### src/rtl/frc_pkg.sv
package frc_pkg;

   // Gated control seen by the prescaler
   typedef struct packed {
      logic run;     // counting permitted by software enable
      logic freeze;  // debug halt hold in effect
   } frc_ctl_t;

endpackage

### src/rtl/frc_ctl_gate.sv
module frc_ctl_gate
   import frc_pkg::*;
#(
   parameter bit HALT_EN = 1'b1
) (
   input  logic     cnt_en_i,
   input  logic     halt_sel_i,
   input  logic     dbg_halt_i,
   output frc_ctl_t ctl_o
);

   generate
      if (HALT_EN) begin : g_halt
         assign ctl_o.freeze = halt_sel_i & dbg_halt_i;
      end else begin : g_nohalt
         logic unused_halt;
         assign unused_halt  = halt_sel_i ^ dbg_halt_i;
         assign ctl_o.freeze = 1'b0;
      end
   endgenerate

   assign ctl_o.run = cnt_en_i;

endmodule

### src/rtl/frc_prescaler.sv
module frc_prescaler
   import frc_pkg::*;
#(
   parameter int PRESC_W = 8
) (
   input  logic               clk,
   input  logic               rst_n,
   input  frc_ctl_t           ctl_i,
   input  logic [PRESC_W-1:0] presc_i,
   output logic               tick_o
);

   localparam logic [PRESC_W-1:0] PH_ZERO = '0;

   logic [PRESC_W-1:0] phase_q;

   assign tick_o = ctl_i.run & ~ctl_i.freeze & (phase_q == PH_ZERO);

   always_ff @(posedge clk or negedge rst_n) begin
      if (!rst_n) begin
         phase_q <= PH_ZERO;
      end else if (!ctl_i.run) begin
         phase_q <= PH_ZERO;
      end else if (!ctl_i.freeze) begin
         if (tick_o) begin
            phase_q <= presc_i;
         end else begin
            phase_q <= phase_q - 1'b1;
         end
      end
   end


   freeze_phase_chk: assert property (@(posedge clk) disable iff (!rst_n)
      (ctl_i.run && ctl_i.freeze) |=> $stable(phase_q));


   idle_phase_chk: assert property (@(posedge clk) disable iff (!rst_n)
      (!ctl_i.run) |=> (phase_q == PH_ZERO));

endmodule

### src/rtl/frc_counter.sv
module frc_counter #(
   parameter int CNT_W = 32
) (
   input  logic             clk,
   input  logic             rst_n,
   input  logic             tick_i,
   output logic [CNT_W-1:0] count_o
);

   localparam logic [CNT_W-1:0] CNT_ZERO = '0;

   logic [CNT_W-1:0] cnt_q;

   always_ff @(posedge clk or negedge rst_n) begin
      if (!rst_n) begin
         cnt_q <= CNT_ZERO;
      end else if (tick_i) begin
         cnt_q <= cnt_q + 1'b1;
      end
   end

   assign count_o = cnt_q;


   count_step_chk: assert property (@(posedge clk) disable iff (!rst_n)
      (count_o != $past(count_o)) |-> (count_o == $past(count_o) + 1'b1));

endmodule

### src/rtl/frc_freerun.sv
module frc_freerun
   import frc_pkg::*;
#(
   parameter int CNT_W   = 32,
   parameter int PRESC_W = 8,
   parameter bit HALT_EN = 1'b1
) (
   input  logic               clk,
   input  logic               rst_n,
   input  logic               cnt_en_i,
   input  logic [PRESC_W-1:0] presc_i,
   input  logic               halt_sel_i,
   input  logic               dbg_halt_i,
   output logic [CNT_W-1:0]   count_o
);

   generate
      if (CNT_W < 2 || CNT_W > 64) begin : g_bad_cnt_w
         $error("frc_freerun: CNT_W must lie in 2..64");
      end
      if (PRESC_W < 1 || PRESC_W > 16) begin : g_bad_presc_w
         $error("frc_freerun: PRESC_W must lie in 1..16");
      end
   endgenerate

   frc_ctl_t ctl;
   logic     tick;

   frc_ctl_gate #(.HALT_EN(HALT_EN)) ctl_gate_i (
      .cnt_en_i   (cnt_en_i),
      .halt_sel_i (halt_sel_i),
      .dbg_halt_i (dbg_halt_i),
      .ctl_o      (ctl)
   );

   frc_prescaler #(.PRESC_W(PRESC_W)) presc_i_u (
      .clk     (clk),
      .rst_n   (rst_n),
      .ctl_i   (ctl),
      .presc_i (presc_i),
      .tick_o  (tick)
   );

   frc_counter #(.CNT_W(CNT_W)) cnt_u (
      .clk     (clk),
      .rst_n   (rst_n),
      .tick_i  (tick),
      .count_o (count_o)
   );


   idle_hold_chk: assert property (@(posedge clk) disable iff (!rst_n)
      (!cnt_en_i) |=> $stable(count_o));


   first_tick_chk: assert property (@(posedge clk) disable iff (!rst_n)
      (cnt_en_i && !$past(cnt_en_i) && !ctl.freeze)
         |=> (count_o == $past(count_o) + 1'b1));

   generate
      if (HALT_EN) begin : g_halt_chk

         halt_hold_chk: assert property (@(posedge clk) disable iff (!rst_n)
            (halt_sel_i && dbg_halt_i) |=> $stable(count_o));
      end
   endgenerate

endmodule

### config.mk
export PLATFORM = sky130hd
export DESIGN_NAME = frc_freerun
export DESIGN_NICKNAME = d
export VERILOG_FILES = /design/src/rtl/frc_pkg.sv /design/src/rtl/frc_ctl_gate.sv /design/src/rtl/frc_prescaler.sv /design/src/rtl/frc_counter.sv /design/src/rtl/frc_freerun.sv
export SDC_FILE = /design/constraint.sdc
export NUM_CORES = 1
export LEC_CHECK = 0
export ABC_CLOCK_PERIOD_IN_PS = 2000
export BUFFER_PORTS_ARGS = -buffer_cell sky130_fd_sc_hd__buf_2
export CORE_ASPECT_RATIO = 1.5
export CORE_MARGIN = 1.5
export CORE_UTILIZATION = 56
export CTS_BUF_LIST = sky130_fd_sc_hd__clkbuf_8
export DETAILED_ROUTE_END_ITERATION = 12
export GPL_ROUTABILITY_DRIVEN = 0
export PLACE_DENSITY = 0.82
export SYNTH_ARGS = -nofsm -noshare
export SYNTH_HDL_FRONTEND = slang
export SYNTH_SLANG_ARGS = --single-unit
### constraint.sdc
create_clock -name clk -period 2 [get_ports clk]
set_input_delay 0.2 -clock clk [delete_from_list [all_inputs] [get_ports clk]]
set_output_delay 0.2 -clock clk [all_outputs]
set_load 0.02 [all_outputs]
==> results.py, run 1 <==
metrics = {
    "run_status": {
        "status": "finished clean",
    },
    "timing": {
        "setup_viol": 0,
        "hold-worst-slack_ps": 174.1,
        "finalHoldViolations": 0,
        "tightestPinTransition_ps": 468.5,
        "fin_skew_ps": 7.035,
        "rsz0062_at_grt": "true",
        "final.min_clock_period_ps": 1946,
        "max_clock_freq_ghz": 0.5138,
        "finalCritPeriodShare": 0.9732,
        "finalMaxSlewViolations": 0,
        "max_slew_margin": 0.6858,
    },
    "clock_network": {
        "cts_tree": "built",
        "clockRootBuffer": "clkbuf_8",
        "clkTransAtPathRegs_ps": 80,
        "cts_made_buffers": 5,
        "cts_setup_buffers": 0,
        "clock_latency_ps": 300,
        "cts_sinks": 40,
        "htree_levels": 2,
        "ctsLongestPathBuffers": 2,
    },
    "global_route": {
        "grt_pass1_wl_um": 7948,
        "grtUsageMet1": 0.3172,
        "first_global_vias": 1717,
        "antenna_found_initial": 0,
        "grt_use_met3": 0.04423,
        "grt_overflow": 0,
        "use_met2": 0.4288,
        "grt_usage": 0.2620,
        "grt_max_degree": 21,
        "grt_busiest_layer": "met2",
    },
    "power_and_ir_drop": {
        "p_per_area_nw_per_um2": 1069,
        "leakagePower_uw": 0.001347,
        "ir_drop_uv": 731.0,
        "fin_total_pwr_uw": 2804,
    },
    "layout": {
        "fin_nets": 273,
        "antenna_cells": 0,
        "drive_gt1_frac": 0.3333,
        "syn_to_final_growth_pct": 24.91,
    },
    "yosys": {
        "async_flop_share": 1.000,
        "yosysTopAreaCell": "dfrtp_1",
        "synth_area_per_cell_sq_um": 10.66,
        "synth_cell_types": 37,
        "yosysTopAreaCellShare": 0.4768,
        "synth-main-ff-cell": "dfrtp_1",
        "synth.most_common_cell": "dfrtp_1",
        "syn_nets": 213,
        "yosysSeqAreaShare": 0.4768,
        "yosys-top-cells-area": "dfrtp_1, xor2_1, nor3_2",
        "ys_warn_count": 0,
        "synth_area_sq_um": 2100,
        "synth_edf_count": 0,
        "ys_seq_elements": 40,
        "syn_inst": 197,
        "ys_top_cells_by_count": "dfrtp_1, xor2_1, nand2_1",
    },
    "setup_path": {
        "worst-setup-path-type": "reg -> reg",
        "startpoint": "presc_i_u.phase_q[0]",
        "worst_setup_path_end_kind": "register",
        "cp.arrival_ps": 2170,
        "cp_max_fo": 4,
        "cp.required_ps": 2220,
        "rr_startpoint": "presc_i_u.phase_q[0]",
        "cp-start-kind": "register",
    },
    "drt": {
        "wl_per_cell_um": 16.52,
        "drc": 0,
        "drtIter0Drc": 68,
        "antenna_left": 0,
        "vias": 1821,
        "dr.pass1.iters": 4,
        "routed_via_density": 6.050,
        "drt-total-wl_um": 4973,
    },
    "floorplanning": {
        "start_util": 0.5808,
        "row_count": 27,
        "die_y_um": 77.99,
        "die_w_um": 53.00,
        "pin_count": 45,
        "die-area_sq_um": 4133,
        "core-area_sq_um": 3615,
    },
    "placement": {
        "port_buffers": 44,
        "place_hpwl_um": 3416,
    },
    "worst_hold_path": {
        "hold_class": "in -> reg",
        "min-delay-start": "presc_i[2]",
    },
    "flow_run": {
        "cap_violations": 0,
    },
}
metrics by stage:
stage | setup slack [ps] | instance area, sq um | utilization | std cells | TNS, ps
after floorplan | 170.1 | 2100 | - | 197 | 0
after global placement | 150.7 | 2431 | 0.6726 | 291 | 0
after detailed placement | 54.81 | 2431 | 0.6726 | 291 | 0
after CTS | 1.816 | 2567 | 0.7103 | 300 | 0
after global routing | -51.65 | 2623 | 0.7255 | 301 | -100.1
final | 53.70 | 2623 | 0.7255 | 301 | 0
logic make-up after synthesis:
kind of cell / after synthesis / share of synthesized area
muxes: 4 / 0.02086
and+or+nand+nor: 86 / 0.2664
buffers and inverters: 12 / 0.02622
DFF: 40 / 0.4768
xor gates and xnor gates: 31 / 0.1293
adders and majority gates: 3 / 0.01788
AOI/OAI and AO/OA: 21 / 0.06258
state kept, by name (all words and copies together), names as in the netlist:
name and flops:
cnt_u.count_o 32, presc_i_u.phase_q 8
final cells by class:
class	count	area (sq um)
Multi-Input combinational cell	146	1095
Sequential cell	40	1001
Fill cell	274	992.2
Timing Repair Buffer	56	316.6
Clock buffer	7	96.34
Tap cell	43	53.80
Clock inverter	1	30.03
Inverter	8	30.03
path summary, 6_finish.rpt:
kind	endpoint	slack, ps	cells after the start
min in group asynchronous	cnt_u.count_o[3]	350	2
worst max register to register	cnt_u.count_o[30]	50	7
worst min-delay path	presc_i_u.phase_q[2]	170	3
max in group asynchronous	cnt_u.count_o[15]	1110	3
worst max-delay path	cnt_u.count_o[30]	50	7
worst min register to register	cnt_u.count_o[23]	490	1
power by group:
group	internal, uW	switching [uW]	leakage, uW	total (uW)
Sequential	914	168	0.000526	1080
Combinational	439	547	0.000756	987
Clock	440	295	0.0000645	735
Total	1790	1010	0.00135	2800
worst max-delay path, cell delays in order (launching register included):
cell	delay, ps
dfrtp_1	420
inv_1	130
ha_4	160
nor4b_4	270
buf_4	210
nand4_1	180
nor3_1	300
xor2_1	200
cells in the final DEF, fill, tap and decap left out, types with 7 or more instances in the layout:
cell,instances
a21oi_1,8
dfrtp_1,40
buf_4,10
nor3_2,7
nand3_1,11
xnor2_1,8
nand4_1,9
nor3_1,9
nand2_1,18
clkbuf_8,7
xor2_1,23
inv_1,8
buf_2,44
metal layers:
layer / part of all wire / wire length [um] / vias to the layer above
met3: 0.055 / 272 / 19
met1: 0.41 / 2015 / 893
met2: 0.51 / 2513 / 74
met5: 0 / 0 / -
li1: - / - / 835
met4: 0.035 / 172 / 0
timing repair:
item | in CTS | in global routing
endpoints found under the hold margin | 16 | 0
resized for setup | 0 | 8
setup endpoints to repair | 0 | 17
hold buffers | 1 | 0
Power figures use the tool's default switching activity.
==> inputs of run 2 (changes only) <==
Settings changed: REMOVE_ABC_BUFFERS set to 1.
==> results.py, run 2 (synthesis results as in run 1) <==
metrics = {
    "clock_network": {
        "clockRootBuffer": "clkbuf_8",
        "cts_made_buffers": 5,
        "ctsLongestPathBuffers": 2,
        "cts_setup_buffers": 0,
        "cts_sinks": 40,
        "htree_levels": 2,
        "clkTransAtPathRegs_ps": 80,
        "clock_latency_ps": 290,
        "cts_tree": "built",
    },
    "layout": {
        "final_cells": 303,
        "post-route-util": 0.7186,
        "fin_nets": 275,
        "largest_reg_flops": 32,
        "antenna_cells": 0,
        "syn_to_final_growth_pct": 23.72,
        "drive_gt1_frac": 0.3423,
        "layout_common_cells": "buf_2, dfrtp_1, xor2_1",
        "final_common_cell": "buf_2",
    },
    "floorplanning": {
        "start_util": 0.5808,
        "die_y_um": 77.99,
        "die-area_sq_um": 4133,
        "die_w_um": 53.00,
        "core-area_sq_um": 3615,
        "pin_count": 45,
        "row_count": 27,
    },
    "setup_path": {
        "worst_setup_path_end_kind": "register",
        "cp.arrival_ps": 2120,
        "cpMaxStageDelayCell": "dfrtp_1",
        "worst-setup-path-type": "reg -> reg",
        "cp.required_ps": 2220,
        "cp_max_fo": 7,
        "rr_worst_depth": 7,
        "worstPathCellList": "inv_1 -> ha_1 -> nor4b_4 -> buf_4 -> nand4_1 -> nor3_2 -> xor2_1",
        "crit_path_end": "cnt_u.count_o[22]",
        "r2r-end": "cnt_u.count_o[22]",
        "slowest_delay_ps": 410,
        "rr_startpoint": "presc_i_u.phase_q[0]",
        "rrSetupSlack_ps": 100,
        "cp-start-kind": "register",
        "startpoint": "presc_i_u.phase_q[0]",
    },
    "power_and_ir_drop": {
        "p_comb_frac": 0.364,
        "pwr-share-seq": 0.421,
        "leakagePower_uw": 0.001334,
        "internal-power_uw": 1614,
        "clkPwrFrac": 0.215,
        "switching_power_uw": 950.4,
        "ir_drop_uv": 667.8,
        "switching_share": 0.3707,
        "fin_total_pwr_uw": 2564,
        "p_per_area_nw_per_um2": 987.1,
    },
    "timing": {
        "max_clock_freq_ghz": 0.5267,
        "max_slew_margin": 0.6430,
        "fin_ws_ps": 101.3,
        "final.min_clock_period_ps": 1899,
        "setup_viol": 0,
        "finalMaxSlewViolations": 0,
        "finalHoldViolations": 0,
        "finalCritPeriodShare": 0.9494,
        "fin_skew_ps": 6.055,
        "rsz0062_at_grt": "true",
        "tightestPinTransition_ps": 535.6,
    },
    "drt": {
        "drc": 0,
        "dr.pass1.iters": 4,
        "routed_via_density": 5.947,
        "wl_per_cell_um": 16.30,
        "antenna_left": 0,
        "vias": 1802,
        "drt-total-wl_um": 4940,
        "drtIter0Drc": 59,
    },
    "placement": {
        "place_hpwl_um": 3550,
        "placedCellCount": 294,
        "port_buffers": 44,
        "pre_cts_ws_ps": 81.17,
    },
    "global_route": {
        "first_global_vias": 1718,
        "grt_pass1_wl_um": 8052,
        "grt_overflow": 0,
        "grt_use_met3": 0.05192,
        "grt_usage": 0.2673,
        "antenna_found_initial": 0,
        "use_met2": 0.4313,
        "grt_busiest_layer": "met2",
        "grtUsageMet1": 0.3342,
        "grt_max_degree": 25,
    },
    "run_status": {
        "status": "finished clean",
    },
    "worst_hold_path": {
        "hold_class": "in -> reg",
    },
    "flow_run": {
        "cap_violations": 0,
    },
}
## run 2: cell types whose count changed in the layout (fill, tap and decap cells not counted), sizes merged
cell,before,now
nand3,13,12
bufinv,1,0
buf,55,58
clkinv,0,2
clkbuf,7,6
## run 2: final cells by class
cell class | instances | area [sq um]
inverter | 8 | 30.03
clock inverter | 2 | 10.01
clock buffer | 6 | 82.58
sequential | 40 | 1001
tap | 43 | 53.80
fill | 283 | 1017
timing repair buffer | 59 | 347.8
multi-input combinational | 145 | 1072
## run 2: timing repair
item | 4_1_cts | 5_1_grt
endpoints found under the setup margin | 0 | 8
resized for setup | 0 | 6
hold endpoints to repair | 22 | 0
hold buffers | 1 | 0
## run 2: worst min-delay path by stage
stage	start	to	slack, ps	cells past startpoint
floorplan	rst_n	cnt_u.count_o[0]	-100	0
global placement	rst_n	cnt_u.count_o[19]	210	1
detailed placement	rst_n	cnt_u.count_o[21]	210	1
CTS	cnt_en_i	presc_i_u.phase_q[1]	180	3
global route	cnt_en_i	presc_i_u.phase_q[0]	200	3
finish	cnt_en_i	presc_i_u.phase_q[1]	190	3
## run 2: worst max-delay path, delay by kind of cell (launching register included)
kind                     cells  cell delay (ps)
flip-flops                   1              410
AND/OR/NAND/NOR              3              800
adder cells (fa/ha/maj)      1              170
XOR/XNOR                     1              160
buffers and inverters        2              290
## run 2: power groups by stage
| stage | clock network (uW) | logic (uW) | registers, uW |
|---|---|---|---|
| after floorplan | 0 | 559 | 1100 |
| after global placement | 0 | 902 | 1080 |
| after detailed placement | 0 | 936 | 1090 |
| after CTS | 560 | 941 | 1080 |
| after global routing | 594 | 1040 | 1100 |
| final | 552 | 933 | 1080 |
## run 2: routing by layer
metal / vias up / part of all wire
li1: 837 / -
met1: 896 / 0.38
met2: 58 / 0.55
met3: 11 / 0.046
met4: 0 / 0.023
met5: - / 0
## run 2: per-stage QoR
step / TNS, ps / hold slack (ps) / cell area (sq um)
6_report: 0 / 188.2 / 2597
5_1_grt: -191.4 / 195.7 / 2597
4_1_cts: 0 / 182.0 / 2569
3_5_place_dp: 0 / 207.2 / 2466
3_3_place_gp: 0 / 206.3 / 2466
2_1_floorplan: -651.2 / -95.59 / 2074
==> inputs of run 3 (changes only) <==
Settings changed: CORE_ASPECT_RATIO 1.5 to unset.
==> results.py, run 3 (synthesis results as in run 1) <==
metrics = {
    "floorplanning": {
        "die_w_um": 64.23,
        "core-area_sq_um": 3633,
        "die_y_um": 64.23,
        "die-area_sq_um": 4125,
        "start_util": 0.5778,
        "row_count": 22,
        "pin_count": 45,
    },
    "global_route": {
        "grt_overflow": 0,
        "antenna_found_initial": 0,
        "grt_pass1_wl_um": 7224,
        "grt_max_degree": 41,
        "first_global_vias": 1610,
        "grt_usage": 0.2273,
    },
    "power_and_ir_drop": {
        "ir_drop_uv": 856.6,
        "fin_total_pwr_uw": 2523,
        "leakagePower_uw": 0.001303,
        "p_per_area_nw_per_um2": 1000,
    },
    "clock_network": {
        "clkTransAtPathRegs_ps": 80,
        "post_cts_resized": 0,
        "cts_sinks": 40,
        "clock_latency_ps": 300,
        "cts_tree": "built",
        "cts_made_buffers": 5,
        "htree_levels": 2,
        "cts_hold_buffers": 0,
        "ctsLongestPathBuffers": 2,
        "clockRootBuffer": "clkbuf_8",
    },
    "setup_path": {
        "cpMaxStageDelayCell": "dfrtp_1",
        "cp.arrival_ps": 2040,
        "crit_buf_inv": 2,
        "slowest_delay_ps": 410,
        "cp-start-kind": "register",
        "cp.required_ps": 2180,
        "cp_max_fo": 7,
        "worst-setup-path-type": "reg -> reg",
        "cp_top_family": "simple AND/OR/NAND/NOR gates",
        "worst_setup_path_end_kind": "register",
        "worstPathCellList": "inv_1 -> ha_1 -> nor4b_4 -> buf_4 -> and3_1 -> mux2_2",
    },
    "timing": {
        "final.min_clock_period_ps": 1859,
        "fin_skew_ps": 6.424,
        "tightestPinTransition_ps": 848.3,
        "rsz0062_at_grt": "true",
        "finalCritPeriodShare": 0.9294,
        "finalHoldViolations": 0,
        "finalMaxSlewViolations": 0,
        "hold-worst-slack_ps": 1.900,
        "setup_viol": 0,
        "max_slew_margin": 0.4345,
        "max_clock_freq_ghz": 0.5380,
    },
    "placement": {
        "place_hpwl_um": 3075,
        "port_buffers": 44,
        "placed_cell_area_sq_um": 2430,
    },
    "run_status": {
        "status": "finished clean",
    },
    "layout": {
        "final_common_cell": "buf_2",
        "antenna_cells": 0,
        "drive_gt1_frac": 0.3098,
        "layout_common_cells": "buf_2, dfrtp_1, xor2_1",
        "fin_area_sq_um": 2522,
        "largest_reg_flops": 32,
        "fill_cells": 311,
        "syn_to_final_growth_pct": 20.14,
        "fin_nets": 270,
    },
    "drt": {
        "wl_per_cell_um": 14.19,
        "dr.pass1.iters": 4,
        "vias": 1732,
        "routed_via_density": 5.716,
        "antenna_left": 0,
        "drc": 0,
        "drt-total-wl_um": 4301,
        "drtIter0Drc": 100,
    },
    "worst_hold_path": {
        "hold_class": "in -> async",
    },
    "flow_run": {
        "cap_violations": 0,
    },
}
run 3: cell count changes in the layout (fill, tap and decap cells not counted), sizes merged:
cell	change
buf	-4
dlygate4sd3	-1
run 3: final timing paths:
path	slack, ps	end	from	depth (start not counted)
worst max-delay path	140	cnt_u.count_o[1]	presc_i_u.phase_q[0]	6
worst min-delay path	2	cnt_u.count_o[20]	rst_n	1
worst max register to register	140	cnt_u.count_o[1]	presc_i_u.phase_q[0]	6
worst min register to register	480	cnt_u.count_o[11]	cnt_u.count_o[11]	1
max in group asynchronous	1460	cnt_u.count_o[2]	rst_n	1
min in group clk	180	presc_i_u.phase_q[3]	presc_i[3]	3
run 3: area by class of cell:
| type | instances | area [sq um] | area share |
|---|---|---|---|
| well taps | 48 | 60.06 | 0.02381 |
| multi-input cells | 145 | 1044 | 0.4137 |
| flip-flops and latches | 40 | 1001 | 0.3968 |
| clock buffers | 6 | 82.58 | 0.03274 |
| repair buffers | 54 | 295.3 | 0.1171 |
| inverters | 8 | 30.03 | 0.01190 |
| clock inverters | 2 | 10.01 | 0.003968 |
run 3: power breakdown:
| part | total (uW) | internal (uW) | switching, uW |
|---|---|---|---|
| clock network | 554 | 275 | 279 |
| logic | 902 | 409 | 494 |
| registers | 1070 | 915 | 152 |
run 3: what timing repair did:
item	CTS	global route
endpoints found under the hold margin	0	0
buffers inserted	0	0
setup endpoints to repair	0	2
run 3: per-stage QoR:
| stage | setup WS [ps] | util | setup TNS, ps | cells |
|---|---|---|---|---|
| CTS | 130.3 | 0.6942 | 0 | 303 |
| floorplan | -101.3 | - | -651.2 | 193 |
| global route | -2.710 | 0.6942 | -3.108 | 303 |
| detailed placement | 156.1 | 0.6687 | 0 | 295 |
| finish | 141.2 | 0.6942 | 0 | 303 |
| global placement | 191.2 | 0.6687 | 0 | 295 |
run 3: worst reg2reg max path, delay by kind of cell, from the launching register on:
kind | cells | cell delay [ps]
AND/OR/NAND/NOR | 2 | 520
multiplexers | 1 | 360
buffers and inverters | 2 | 290
adder cells (fa/ha/maj) | 1 | 160
flip-flops | 1 | 410
run 3: routing by layer:
layer / up-vias / global-route usage / share of wire
met5: - / 0 / 0
met4: 0 / 0.1037 / 0.018
met3: 9 / 0.04225 / 0.043
met2: 42 / 0.3542 / 0.47
met1: 852 / 0.3087 / 0.46
li1: 829 / - / -
